--- config.mk ---
export PLATFORM = sky130hd
export DESIGN_NAME = sram_async_ctrl
export DESIGN_NICKNAME = d
export VERILOG_FILES = /design/src/rtl/sram_ctrl_pkg.sv /design/src/rtl/sram_cycle_timer.sv /design/src/rtl/sram_rd_capture.sv /design/src/rtl/sram_ctrl_fsm.sv /design/src/rtl/sram_async_ctrl.sv
export SDC_FILE = /design/constraint.sdc
export NUM_CORES = 1
export LEC_CHECK = 0
export BUFFER_PORTS_ARGS = -buffer_cell sky130_fd_sc_hd__buf_2
export CORE_AREA = 2 2 89 91
export CTS_CLUSTER_SIZE = 24
export DETAILED_ROUTE_END_ITERATION = 10
export DIE_AREA = 0 0 91 93
export SLEW_MARGIN = 20
export SYNTH_ARGS = -nofsm -noshare
export SYNTH_HDL_FRONTEND = slang
export SYNTH_SLANG_ARGS = --single-unit
--- constraint.sdc ---
create_clock -name clk -period 1.7 [get_ports clk]
set_input_delay 0.255 -clock clk [delete_from_list [all_inputs] [get_ports clk]]
set_output_delay 0.255 -clock clk [all_outputs]
set_load 0.1 [all_outputs]
--- src/rtl/sram_ctrl_pkg.sv ---
`timescale 1ns/1ps
package sram_ctrl_pkg;

  typedef enum logic [2:0] {
    ST_IDLE     = 3'd0,
    ST_RD_ACC   = 3'd1,
    ST_WR_SETUP = 3'd2,
    ST_WR_PULSE = 3'd3,
    ST_WR_REC   = 3'd4
  } ctrl_state_e;

  // Round a nanosecond limit up to whole clock periods given in picoseconds.
  function automatic int ns_to_cyc(input int ns, input int clk_ps);
    return (ns * 1000 + clk_ps - 1) / clk_ps;
  endfunction

  function automatic int imax(input int a, input int b);
    return (a > b) ? a : b;
  endfunction

endpackage

--- src/rtl/sram_cycle_timer.sv ---
`timescale 1ns/1ps
module sram_cycle_timer #(
  parameter int CNT_W = 3
) (
  input  logic             clk,
  input  logic             rst_n,
  input  logic             load,
  input  logic [CNT_W-1:0] load_val,
  output logic             last
);

  logic [CNT_W-1:0] cnt_q;

  always_ff @(posedge clk or negedge rst_n) begin
    if (!rst_n) begin
      cnt_q <= '0;
    end else if (load) begin
      cnt_q <= load_val;
    end else if (cnt_q != '0) begin
      cnt_q <= cnt_q - 1'b1;
    end
  end

  assign last = (cnt_q == '0);

endmodule

--- src/rtl/sram_rd_capture.sv ---
`timescale 1ns/1ps
module sram_rd_capture #(
  parameter int DATA_W = 8
) (
  input  logic              clk,
  input  logic              rst_n,
  input  logic              capture,
  input  logic [DATA_W-1:0] dq_in,
  output logic              rsp_valid,
  output logic [DATA_W-1:0] rsp_rdata
);

  always_ff @(posedge clk or negedge rst_n) begin
    if (!rst_n) begin
      rsp_valid <= 1'b0;
      rsp_rdata <= '0;
    end else begin
      rsp_valid <= capture;
      if (capture) rsp_rdata <= dq_in;
    end
  end

  // the read strobe never lasts two cycles
  p_rsp_single_r4: assert property (@(posedge clk) disable iff (!rst_n)
    rsp_valid |=> !rsp_valid);

endmodule

--- src/rtl/sram_ctrl_fsm.sv ---
`timescale 1ns/1ps
module sram_ctrl_fsm
  import sram_ctrl_pkg::*;
#(
  parameter int ADDR_W  = 17,
  parameter int DATA_W  = 8,
  parameter int RD_CYC  = 3,
  parameter int WP_CYC  = 2,
  parameter int REC_CYC = 1,
  parameter int CNT_W   = 2
) (
  input  logic              clk,
  input  logic              rst_n,
  input  logic              req_valid,
  input  logic              req_write,
  input  logic [ADDR_W-1:0] req_addr,
  input  logic [DATA_W-1:0] req_wdata,
  output logic              req_ready,
  output logic              tmr_load,
  output logic [CNT_W-1:0]  tmr_val,
  input  logic              tmr_last,
  output logic              rd_capture,
  output logic [ADDR_W-1:0] sram_addr,
  output logic              sram_ce,
  output logic              sram_cs_n,
  output logic              sram_we_n,
  output logic              sram_oe_n,
  output logic [DATA_W-1:0] sram_dq_out,
  output logic              sram_dq_oe
);

  ctrl_state_e state_q, state_d;

  always_comb begin
    state_d  = state_q;
    tmr_load = 1'b0;
    tmr_val  = '0;
    unique case (state_q)
      ST_IDLE: begin
        if (req_valid) begin
          tmr_load = 1'b1;
          if (req_write) begin
            state_d = ST_WR_SETUP;
            tmr_val = '0;
          end else begin
            state_d = ST_RD_ACC;
            tmr_val = CNT_W'(RD_CYC - 1);
          end
        end
      end
      ST_RD_ACC: begin
        if (tmr_last) state_d = ST_IDLE;
      end
      ST_WR_SETUP: begin
        if (tmr_last) begin
          state_d  = ST_WR_PULSE;
          tmr_load = 1'b1;
          tmr_val  = CNT_W'(WP_CYC - 1);
        end
      end
      ST_WR_PULSE: begin
        if (tmr_last) begin
          state_d  = ST_WR_REC;
          tmr_load = 1'b1;
          tmr_val  = CNT_W'(REC_CYC - 1);
        end
      end
      ST_WR_REC: begin
        if (tmr_last) state_d = ST_IDLE;
      end
      default: state_d = ST_IDLE;
    endcase
  end

  assign req_ready  = (state_q == ST_IDLE);
  assign rd_capture = (state_q == ST_RD_ACC) && tmr_last;

  // State and RAM pins are registered together so the pins never glitch.
  always_ff @(posedge clk or negedge rst_n) begin
    if (!rst_n) begin
      state_q    <= ST_IDLE;
      sram_cs_n  <= 1'b1;
      sram_ce    <= 1'b0;
      sram_we_n  <= 1'b1;
      sram_oe_n  <= 1'b1;
      sram_dq_oe <= 1'b0;
    end else begin
      state_q    <= state_d;
      sram_cs_n  <= (state_d == ST_IDLE);
      sram_ce    <= (state_d != ST_IDLE);
      sram_we_n  <= (state_d != ST_WR_PULSE);
      sram_oe_n  <= (state_d != ST_RD_ACC);
      sram_dq_oe <= (state_d == ST_WR_PULSE) ||
                    ((state_d == ST_WR_REC) && (state_q == ST_WR_PULSE));
    end
  end

  always_ff @(posedge clk or negedge rst_n) begin
    if (!rst_n) begin
      sram_addr   <= '0;
      sram_dq_out <= '0;
    end else if (req_ready && req_valid) begin
      sram_addr   <= req_addr;
      sram_dq_out <= req_wdata;
    end
  end

  // Run-length counters of the write strobe, used by the timing checks below.
  logic [7:0] lo_run, hi_run;
  always_ff @(posedge clk or negedge rst_n) begin
    if (!rst_n) begin
      lo_run <= '0;
      hi_run <= '0;
    end else if (sram_we_n) begin
      lo_run <= '0;
      if (hi_run != 8'hFF) hi_run <= hi_run + 8'd1;
    end else begin
      hi_run <= '0;
      if (lo_run != 8'hFF) lo_run <= lo_run + 8'd1;
    end
  end

  // idle means deselected
  p_idle_deselect_r1: assert property (@(posedge clk) disable iff (!rst_n)
    req_ready |-> (sram_cs_n && !sram_ce && sram_we_n && !sram_dq_oe));

  // read enables never overlap a write strobe or the data drive
  p_read_pins_r3: assert property (@(posedge clk) disable iff (!rst_n)
    !sram_oe_n |-> (sram_we_n && !sram_dq_oe && !sram_cs_n && sram_ce));

  // strobe only while selected, outputs held off, data driven
  p_write_pins_r5: assert property (@(posedge clk) disable iff (!rst_n)
    !sram_we_n |-> (!sram_cs_n && sram_ce && sram_oe_n && sram_dq_oe));

  // a selected cycle precedes the falling strobe
  p_setup_cycle_r5: assert property (@(posedge clk) disable iff (!rst_n)
    $fell(sram_we_n) |-> $past(!sram_cs_n && sram_we_n));

  // strobe width in cycles
  p_pulse_width_r9: assert property (@(posedge clk) disable iff (!rst_n)
    $rose(sram_we_n) |-> (lo_run >= 8'(WP_CYC)));

  // data still driven in the cycle after the strobe rises
  p_data_hold_r6: assert property (@(posedge clk) disable iff (!rst_n)
    $rose(sram_we_n) |-> sram_dq_oe);

  // address frozen across the strobe and into the hold cycle
  p_addr_stable_r7: assert property (@(posedge clk) disable iff (!rst_n)
    !sram_we_n |=> $stable(sram_addr));

  // recovery gap between strobes
  p_recovery_r8: assert property (@(posedge clk) disable iff (!rst_n)
    $fell(sram_we_n) |-> (hi_run >= 8'(REC_CYC)));

endmodule

--- src/rtl/sram_async_ctrl.sv ---
`timescale 1ns/1ps
module sram_async_ctrl
  import sram_ctrl_pkg::*;
#(
  parameter int ADDR_W         = 17,
  parameter int DATA_W         = 8,
  parameter int CLK_PERIOD_PS  = 10000,
  parameter int T_CYCLE_NS     = 25,
  parameter int T_ACCESS_NS    = 25,
  parameter int T_OE_ACCESS_NS = 9,
  parameter int T_WP_NS        = 20,
  parameter int T_DW_NS        = 15,
  parameter int T_AW_NS        = 20,
  parameter int T_REC_NS       = 5
) (
  input  logic              clk,
  input  logic              rst_n,
  input  logic              req_valid,
  output logic              req_ready,
  input  logic              req_write,
  input  logic [ADDR_W-1:0] req_addr,
  input  logic [DATA_W-1:0] req_wdata,
  output logic              rsp_valid,
  output logic [DATA_W-1:0] rsp_rdata,
  output logic [ADDR_W-1:0] sram_addr,
  output logic              sram_ce,
  output logic              sram_cs_n,
  output logic              sram_we_n,
  output logic              sram_oe_n,
  output logic [DATA_W-1:0] sram_dq_out,
  output logic              sram_dq_oe,
  input  logic [DATA_W-1:0] sram_dq_in
);

  localparam int CYC_C  = ns_to_cyc(T_CYCLE_NS, CLK_PERIOD_PS);
  localparam int RD_CYC = imax(imax(CYC_C, ns_to_cyc(T_ACCESS_NS, CLK_PERIOD_PS)),
                               imax(ns_to_cyc(T_OE_ACCESS_NS, CLK_PERIOD_PS), 1));
  // The select cycle already counts toward address-valid-to-strobe-end.
  localparam int WP_CYC = imax(imax(ns_to_cyc(T_WP_NS, CLK_PERIOD_PS),
                                    ns_to_cyc(T_DW_NS, CLK_PERIOD_PS)),
                               imax(ns_to_cyc(T_AW_NS, CLK_PERIOD_PS) - 1, 1));
  localparam int REC_CYC = imax(imax(ns_to_cyc(T_REC_NS, CLK_PERIOD_PS), 1),
                                CYC_C - 1 - WP_CYC);
  localparam int CNT_W = $clog2(imax(imax(RD_CYC, WP_CYC), REC_CYC) + 1);

  logic             tmr_load, tmr_last, rd_capture;
  logic [CNT_W-1:0] tmr_val;

  sram_cycle_timer #(.CNT_W(CNT_W)) u_timer (
    .clk      (clk),
    .rst_n    (rst_n),
    .load     (tmr_load),
    .load_val (tmr_val),
    .last     (tmr_last)
  );

  sram_ctrl_fsm #(
    .ADDR_W (ADDR_W), .DATA_W (DATA_W), .RD_CYC (RD_CYC),
    .WP_CYC (WP_CYC), .REC_CYC (REC_CYC), .CNT_W (CNT_W)
  ) u_fsm (
    .clk         (clk),
    .rst_n       (rst_n),
    .req_valid   (req_valid),
    .req_write   (req_write),
    .req_addr    (req_addr),
    .req_wdata   (req_wdata),
    .req_ready   (req_ready),
    .tmr_load    (tmr_load),
    .tmr_val     (tmr_val),
    .tmr_last    (tmr_last),
    .rd_capture  (rd_capture),
    .sram_addr   (sram_addr),
    .sram_ce     (sram_ce),
    .sram_cs_n   (sram_cs_n),
    .sram_we_n   (sram_we_n),
    .sram_oe_n   (sram_oe_n),
    .sram_dq_out (sram_dq_out),
    .sram_dq_oe  (sram_dq_oe)
  );

  sram_rd_capture #(.DATA_W(DATA_W)) u_capture (
    .clk       (clk),
    .rst_n     (rst_n),
    .capture   (rd_capture),
    .dq_in     (sram_dq_in),
    .rsp_valid (rsp_valid),
    .rsp_rdata (rsp_rdata)
  );

  // a read strobe only follows a read window, never a write
  p_no_wr_rsp_r10: assert property (@(posedge clk) disable iff (!rst_n)
    rsp_valid |-> $past(!sram_oe_n));

endmodule

==> results of run 1 <==
-- worst paths after layout --
check	start	endpoint	cells past startpoint	slack [ns]
max	u_fsm.state_q[2]	req_ready	3	0.07
max reg2reg	u_timer.cnt_q[0]	u_capture.rsp_rdata[4]	6	0.17
min reg2reg	u_fsm.sram_addr[3]	u_fsm.sram_addr[3]	1	0.50
max in group asynchronous	rst_n	u_fsm.sram_addr[14]	3	0.83
min in group asynchronous	rst_n	u_fsm.state_q[2]	2	0.40
min	sram_dq_in[0]	u_capture.rsp_rdata[0]	2	0.19
-- cells by family after synthesis --
group	count (synthesis)	share of synthesized area
flip-flops	44	0.610
multiplexers	33	0.205
AND/OR/NAND/NOR	23	0.0829
AO/OA/AOI/OAI	14	0.0573
buffers and inverters	10	0.0331
XOR/XNOR	1	0.00484
adder cells (fa/ha/maj)	1	0.00690
-- cells in the mapped netlist (all sizes together) (2+ instances only) --
cell / n
a21oi: 3
dfrtp: 41
nor2b: 4
nor3: 2
nand2b: 2
o21ai: 3
buf: 3
mux2: 33
nand2: 3
clkbuf: 4
inv: 3
nor2: 5
dfstp: 3
-- layer usage --
| layer | track usage | up-vias | part of all wire |
|---|---|---|---|
| met5 | 0 | - | 0 |
| met1 | 0.0989 | 609 | 0.43 |
| met2 | 0.151 | 42 | 0.50 |
| li1 | - | 608 | - |
| met4 | 0.0480 | 0 | 0.022 |
| met3 | 0.0201 | 6 | 0.047 |
-- sequential cells by signal (all words and copies together), names as in the netlist --
name                 flops
u_capture.rsp_rdata      8
u_capture.rsp_valid      1
u_fsm.sram_addr         17
u_fsm.sram_ce            1
u_fsm.sram_cs_n          1
u_fsm.sram_dq_oe         1
u_fsm.sram_dq_out        8
u_fsm.sram_oe_n          1
u_fsm.sram_we_n          1
u_fsm.state_q            3
u_timer.cnt_q            2
-- area by class of cell --
type                       count  area [µm²]
fill                         807        5050
tap                          102         128
clock buffer                   8        90.1
inverter                       3        11.3
timing repair buffer          84         483
sequential                    44        1110
multi-input combinational     72         658
-- timing repair --
| action | CTS | global route |
|---|---|---|
| gates resized for setup | 0 | 2 |
| setup endpoints to repair | 0 | 1 |
| endpoints found under the hold margin | 12 | 0 |
| hold buffers | 1 | 0 |
-- per-stage QoR --
| stage | utilization | cells | setup WS, ns |
|---|---|---|---|
| 6_report | 0.329 | 313 | 0.0679 |
| 5_1_grt | 0.329 | 313 | -0.00668 |
| 2_1_floorplan | - | 126 | 0.0243 |
| 3_3_place_gp | 0.315 | 304 | 0.166 |
| 4_1_cts | 0.329 | 313 | 0.00929 |
| 3_5_place_dp | 0.315 | 304 | 0.166 |
==> impl_metrics.csv, run 1 <==
group,metric,value,unit
sta,period_share,0.960,
yosys,yosysWarningCount,0,
cts,root_buffer,"clkbuf_8",
cts,cts.path.max_buffers,2,
critical_path,critPathKind,"reg -> out",
sta,hold_viol_final,0,
sta,max_freq,613,MHz
sta,setup_tns,0,ns
route,wl_per_cell,11.5,µm
yosys,ys_ff_latch,44,
critical_path,crit_chain,"buf_4, nor3_4, buf_12",
critical_path,critPathLaunchType,"register",
critical_path,arrival,1.38,ns
sta,slew_violations,0,
cts,clkLatencyLatePin,0.29,ns
layout,final_cell_mix,"buf_2, dfrtp_1, mux2_2",
cts,cts_tree,"yes",
placement,place_area,2370,µm²
layout,n_antenna_cell,0,
yosys,synth_area_leader_cell,"dfrtp_1",
layout,final_nets,248,
floorplan,die_w,91,µm
placement,detailed_place_hpwl,2660,µm
global_routing,first_global_vias,1207,
sta,hold_ws,0.193,ns
placement,portBuffers,76,
yosys,synth_area_leaders,"dfrtp_1, mux2_2, dfstp_2",
cts,clk_pin_slew_worst_paths,0.08,ns
critical_path,critPathRequiredTime,1.44,ns
yosys,synthesis.nets,164,
sta,slew_headroom,0.670,
cts,post-cts-setup-buffer-count,0,
floorplan,die_h,93,µm
yosys,synthArstFlopShare,1.00,
critical_path,crit_path_end_kind,"primary output",
yosys,synthCells,126,
run_status,status,"finished clean",
floorplan,placementRows,32,
layout,area_delta_synth_final,36.7,%
global_routing,grt_pass1_wl,5760,µm
critical_path,path_buf_inv,2,
placement,place_congestion,0.742,
floorplan,core,7530,µm²
yosys,synth.distinct_cells,31,
sta,finalClockSkew,0.00212,ns
cts,htree_levels,2,
route,routed_wl,3590,µm
critical_path,crit_fanout,8,
sta,worstMarginPinSlew,0.499,ns
yosys,synthesis.area,1810,µm²
route,final_antenna_net_count,0,
critical_path,crit_path_top_delay_cell,"dfrtp_2",
global_routing,gr-total-overflow,0,
min_path,hold_path_class,"in -> reg",
global_routing,grt_usage,0.0870,
sta,layout_min_cycle_time,1.63,ns
global_routing,grt_max_degree,30,
route,drt-vias-per-instance,4.04,
route,drt_iter0_markers,57,
route,post-route-drc-count,0,
floorplan,initial_core_util,0.241,
yosys,seq_area_frac_synth,0.610,
layout,layout_commonest_cell,"buf_2",
cts,clock_sinks,44,
floorplan,dieArea,8460,µm²
run,maxCapViolations,0,
yosys,ys.flop_type,"dfrtp_1",
cts,numCtsBuffers,5,
yosys,synth_edf_count,0,
floorplan,num_io_pins,77,
critical_path,cpPeakStageDelay,0.47,ns
sta,finalSetupViolations,0,
route,vias,1265,
yosys,avgSynthCellArea,14.4,µm²
critical_path,crit_family,"flip-flops",
route,first_pass_iters,4,
global_routing,antenna_found_initial,0,
layout,stdcell_area,2480,µm²
layout,drive_above_1_share,0.630,
yosys,synth_top_area_share,0.566,
Power of run 1 is not shown: default switching activity piles up to over one toggle a cycle in this logic, so the estimate is an artifact.
==> run 2, diff against run 1 <==
==> constraint.sdc (replaced) <==
create_clock -name clk -period 1.7 [get_ports clk]
set_input_delay 0.255 -clock clk [delete_from_list [all_inputs] [get_ports clk]]
set_output_delay 0.255 -clock clk [all_outputs]
set_load 0.005 [all_outputs]
==> impl_metrics.csv, run 2 (synthesis gave the netlist of run 1 again) <==
group,metric,value,unit
layout,final_cell_mix,"buf_2, dfrtp_1, mux2_2",
sta,setup_tns,0,ns
min_path,hp-start,"sram_dq_in[6]",
pwr,vdd_drop_max,0.000553,V
min_path,min_to,"u_capture.rsp_rdata[6]",
route,drt_iter0_markers,47,
sta,hold_viol_final,0,
pwr,leakage,1.16,nW
sta,finalClockSkew,0.00368,ns
cts,clk_pin_slew_worst_paths,0.08,ns
sta,hold_ws,0.196,ns
layout,layout_commonest_cell,"buf_2",
layout,final_nets,249,
floorplan,initial_core_util,0.241,
min_path,hold_path_class,"in -> reg",
floorplan,die_w,91,µm
cts,clock_sinks,44,
route,post-route-drc-count,0,
sta,period_share,0.905,
critical_path,cpPeakStageDelay,0.38,ns
min_path,hold_depth,2,
placement,place_area,2360,µm²
layout,area_delta_synth_final,35.0,%
global_routing,grt_pass1_wl,5880,µm
critical_path,regToRegStartpoint,"u_timer.cnt_q[0]",
route,final_antenna_net_count,0,
cts,htree_levels,2,
route,drt-vias-per-instance,4.05,
critical_path,crit_path_end_kind,"register",
floorplan,placementRows,32,
global_routing,first_global_vias,1256,
sta,rsz0062_at_grt,"no",
cts,clkLatencyLatePin,0.28,ns
run_status,status,"finished clean",
layout,n_antenna_cell,0,
global_routing,antenna_found_initial,0,
floorplan,core,7530,µm²
placement,place_congestion,0.684,
critical_path,critPathKind,"reg -> reg",
critical_path,critPathLaunchType,"register",
placement,detailed_place_hpwl,2740,µm
global_routing,grt_usage,0.0864,
floorplan,num_io_pins,77,
critical_path,crit_path_top_delay_cell,"dfrtp_1",
sta,finalSetupViolations,0,
global_routing,grt_max_degree,24,
run,maxCapViolations,0,
sta,slew_violations,0,
placement,portBuffers,76,
critical_path,crit_fanout,9,
layout,largest_register_ffs,17,
layout,postLayoutCoreUtil,0.325,
global_routing,gr-total-overflow,0,
layout,top_register,"u_fsm.sram_addr",
route,first_pass_iters,3,
route,routed_wl,3660,µm
cts,post-cts-setup-buffer-count,0,
cts,numCtsBuffers,5,
critical_path,rrSetupSlack,0.16,ns
floorplan,dieArea,8460,µm²
critical_path,r2r_cells,6,
sta,layout_min_cycle_time,1.54,ns
cts,root_buffer,"clkbuf_8",
floorplan,die_h,93,µm
pwr,power-per-cell-area,1750,nW/µm²
cts,cts_tree,"yes",
layout,stdcell_area,2450,µm²
pwr,fin_total_pwr,4.27,mW
sta,max_freq,650,MHz
route,wl_per_cell,11.7,µm
layout,drive_above_1_share,0.613,
critical_path,crit_chain,"inv_1, ha_1, nand2_1, nor3_2, buf_4, mux2_2",
layout,largestRegisters,"u_fsm.sram_addr x17, u_capture.rsp_rdata x8, u_fsm.sram_dq_out x8",
sta,worstMarginPinSlew,0.553,ns
cts,cts_resized,0,
cts,cts.path.max_buffers,2,
route,vias,1273,
cts,cts_hold_buf,1,
critical_path,critPathRequiredTime,1.87,ns
critical_path,arrival,1.71,ns
critical_path,timing.rr.end,"u_capture.rsp_rdata[0]",
sta,slew_headroom,0.632,
## run 2: layout make-up
cell class / instances / area, µm²
Sequential cell: 44 / 1100
Timing Repair Buffer: 85 / 475
Fill cell: 789 / 5080
Inverter: 3 / 11.3
Tap cell: 102 / 128
Clock buffer: 8 / 80.1
Multi-Input combinational cell: 72 / 647
## run 2: how the worst max path moves through the flow
stage | startpoint | end | cells past startpoint | slack, ns
floorplan | u_fsm.state_q[1] | u_fsm.sram_addr[10] | 4 | 0.07
CTS | u_timer.cnt_q[0] | u_capture.rsp_rdata[0] | 6 | 0.14
global route | u_timer.cnt_q[0] | u_capture.rsp_rdata[0] | 6 | 0.07
detailed placement | u_timer.cnt_q[0] | u_capture.rsp_rdata[5] | 6 | 0.14
global placement | u_timer.cnt_q[0] | u_capture.rsp_rdata[7] | 6 | 0.18
finish | u_timer.cnt_q[0] | u_capture.rsp_rdata[0] | 6 | 0.16
## run 2: through the flow
stage,setup slack (ns),instances
floorplan,0.0655,126
global placement,0.183,305
detailed placement,0.141,305
CTS,0.140,314
global route,0.0727,314
finish,0.162,314
## run 2: power by group
part           switching (mW)  total [mW]  internal (mW)
Combinational           0.785        1.84           1.05
Sequential              0.234        1.82           1.58
Clock                   0.325       0.617          0.292
Total                    1.34        4.27           2.93
## run 2: worst max-delay path, delay by kind of cell (launching register included)
family	cells	cell delay, ns
adder cells (fa/ha/maj)	1	0.17
buffers and inverters	2	0.29
flip-flops	1	0.38
multiplexers	1	0.34
AND/OR/NAND/NOR	2	0.25
## run 2: routing by layer
| metal | vias up | GRT usage | wire (µm) |
|---|---|---|---|
| met1 | 610 | 0.106 | 1590 |
| met3 | 0 | 0.0314 | 270 |
| met5 | - | 0 | 0 |
| met4 | 0 | 0.0189 | 0 |
| met2 | 52 | 0.146 | 1800 |
| li1 | 611 | - | - |
Power figures use the tool's default switching activity.
==> run 3, diff against run 2 <==
CORE_AREA = 2 2 93 86   (was 2 2 89 91)
DIE_AREA = 0 0 95 88   (was 0 0 91 93)
==> impl_metrics.csv, run 3 (synthesis gave the netlist of run 1 again) <==
group,metric,value,unit
global_routing,gr-total-overflow,0,
global_routing,first_global_vias,1207,
global_routing,grt_usage,0.0896,
critical_path,critPathRequiredTime,1.87,ns
placement,place_congestion,0.735,
run_status,status,"finished clean",
sta,slew_headroom,0.673,
run,maxCapViolations,0,
pwr,seqPwrFrac,0.427,
cts,root_buffer,"clkbuf_8",
min_path,hold_depth,2,
pwr,power_switching,1.34,mW
layout,fillers,768,
pwr,vdd_drop_max,0.000509,V
global_routing,global_route.usage.met3,0.0370,
pwr,internal_power,2.91,mW
sta,slew_violations,0,
floorplan,dieArea,8360,µm²
pwr,switching_share,0.316,
sta,finalSetupViolations,0,
sta,max_freq,663,MHz
route,final_antenna_net_count,0,
pwr,clkPwrFrac,0.142,
cts,clock_sinks,44,
critical_path,arrival,1.68,ns
floorplan,initial_core_util,0.245,
pwr,leakage,1.15,nW
global_routing,grt.busiest_layer,"met2",
layout,final_cell_mix,"buf_2, dfrtp_1, mux2_2",
critical_path,critPathLaunchType,"register",
placement,place_ws,0.200,ns
min_path,hold_path_class,"in -> reg",
route,vias,1243,
sta,layout_setup_ws,0.193,ns
pwr,power-per-cell-area,1750,nW/µm²
global_routing,grt.met2_usage,0.141,
layout,final_nets,249,
critical_path,critPathKind,"reg -> reg",
sta,setup_tns,0,ns
critical_path,crit_path_end_kind,"register",
placement,portBuffers,76,
route,first_pass_iters,4,
sta,rsz0062_at_grt,"no",
layout,multi_input_area,647,µm²
floorplan,core,7390,µm²
cts,htree_levels,2,
layout,area_delta_synth_final,33.8,%
route,routed_wl,3590,µm
cts,cts_tree,"yes",
cts,numCtsBuffers,5,
layout,final-seq-area,1100,µm²
layout,largestRegisters,"u_fsm.sram_addr x17, u_capture.rsp_rdata x8, u_fsm.sram_dq_out x8",
floorplan,placementRows,30,
floorplan,die_w,95,µm
global_routing,use_met1,0.110,
pwr,fin_total_pwr,4.25,mW
floorplan,die_h,88,µm
layout,n_antenna_cell,0,
floorplan,num_io_pins,77,
layout,layout_commonest_cell,"buf_2",
layout,largest_register_ffs,17,
cts,clk_pin_slew_worst_paths,0.08,ns
route,post-route-drc-count,0,
global_routing,antenna_found_initial,0,
sta,layout_min_cycle_time,1.51,ns
sta,finalClockSkew,0.00275,ns
layout,postLayoutCoreUtil,0.328,
critical_path,crit_fanout,9,
pwr,p_comb_frac,0.431,
global_routing,grt_max_degree,28,
global_routing,grt_pass1_wl,5660,µm
cts,clkLatencyLatePin,0.28,ns
cts,cts.path.max_buffers,2,
layout,drive_above_1_share,0.621,
sta,period_share,0.887,
layout,top_register,"u_fsm.sram_addr",
route,drt_iter0_markers,48,
critical_path,r2r_cells,6,
route,wl_per_cell,11.7,µm
placement,detailed_place_hpwl,2710,µm
route,drt-vias-per-instance,4.05,
sta,worstMarginPinSlew,0.490,ns
sta,hold_viol_final,0,
==> run 3: changes by cell type in the layout (fill, tap and decap cells not counted), sizes merged <==
| cell | change |
|---|---|
| clkbuf | -2 |
| clkinv | +1 |
==> run 3: critical path: stages (launching register included) <==
cell     delay [ns]
dfrtp_1        0.38
inv_1          0.10
ha_1           0.18
nand2_1        0.10
nor3_2         0.11
buf_4          0.19
mux2_2         0.34
==> run 3: layout make-up <==
cell class	count	area share
clock inverters	1	0.00207
clock buffers	6	0.0299
flip-flops and latches	44	0.456
multi-input cells	72	0.267
well taps	96	0.0496
repair buffers	85	0.191
inverters	3	0.00465
==> run 3: power groups by stage <==
stage | sequential, mW | clock, mW | combinational [mW]
floorplan | 1.88 | 0 | 1.08
global placement | 1.83 | 0 | 1.85
detailed placement | 1.84 | 0 | 1.87
finish | 1.81 | 0.604 | 1.83
CTS | 1.82 | 0.650 | 1.88
global route | 1.88 | 0.702 | 2.06
==> run 3: final timing paths <==
kind,slack (ns),endpoint,from
worst max-delay path,0.19,u_capture.rsp_rdata[1],u_timer.cnt_q[0]
worst min-delay path,0.20,u_capture.rsp_rdata[2],sram_dq_in[2]
worst max register to register,0.19,u_capture.rsp_rdata[1],u_timer.cnt_q[0]
worst min register to register,0.50,u_fsm.sram_dq_out[7],u_fsm.sram_dq_out[7]
max in group asynchronous,0.64,u_fsm.sram_addr[3],rst_n
min in group asynchronous,0.48,u_fsm.state_q[0],rst_n
==> run 3: routing by layer <==
metal  vias up  share of wire
li1        609              -
met3         4          0.096
met5         -              0
met4         0         0.0089
met2        56           0.45
met1       574           0.44
==> run 3: what timing repair did <==
item / 4_1_cts / 5_1_grt
buffers inserted: 0 / 0
hold endpoints to repair: 17 / 0
endpoints found under the setup margin: 0 / 0
hold buffers: 1 / 0
gates resized for setup: 0 / 0
==> run 3: per-stage QoR <==
step	std cells	area [µm²]	hold WS, ns
after floorplan	126	1810	-0.0406
after global placement	299	2340	0.259
after detailed placement	299	2340	0.257
after CTS	307	2420	0.180
after global routing	307	2420	0.174
final	307	2420	0.196
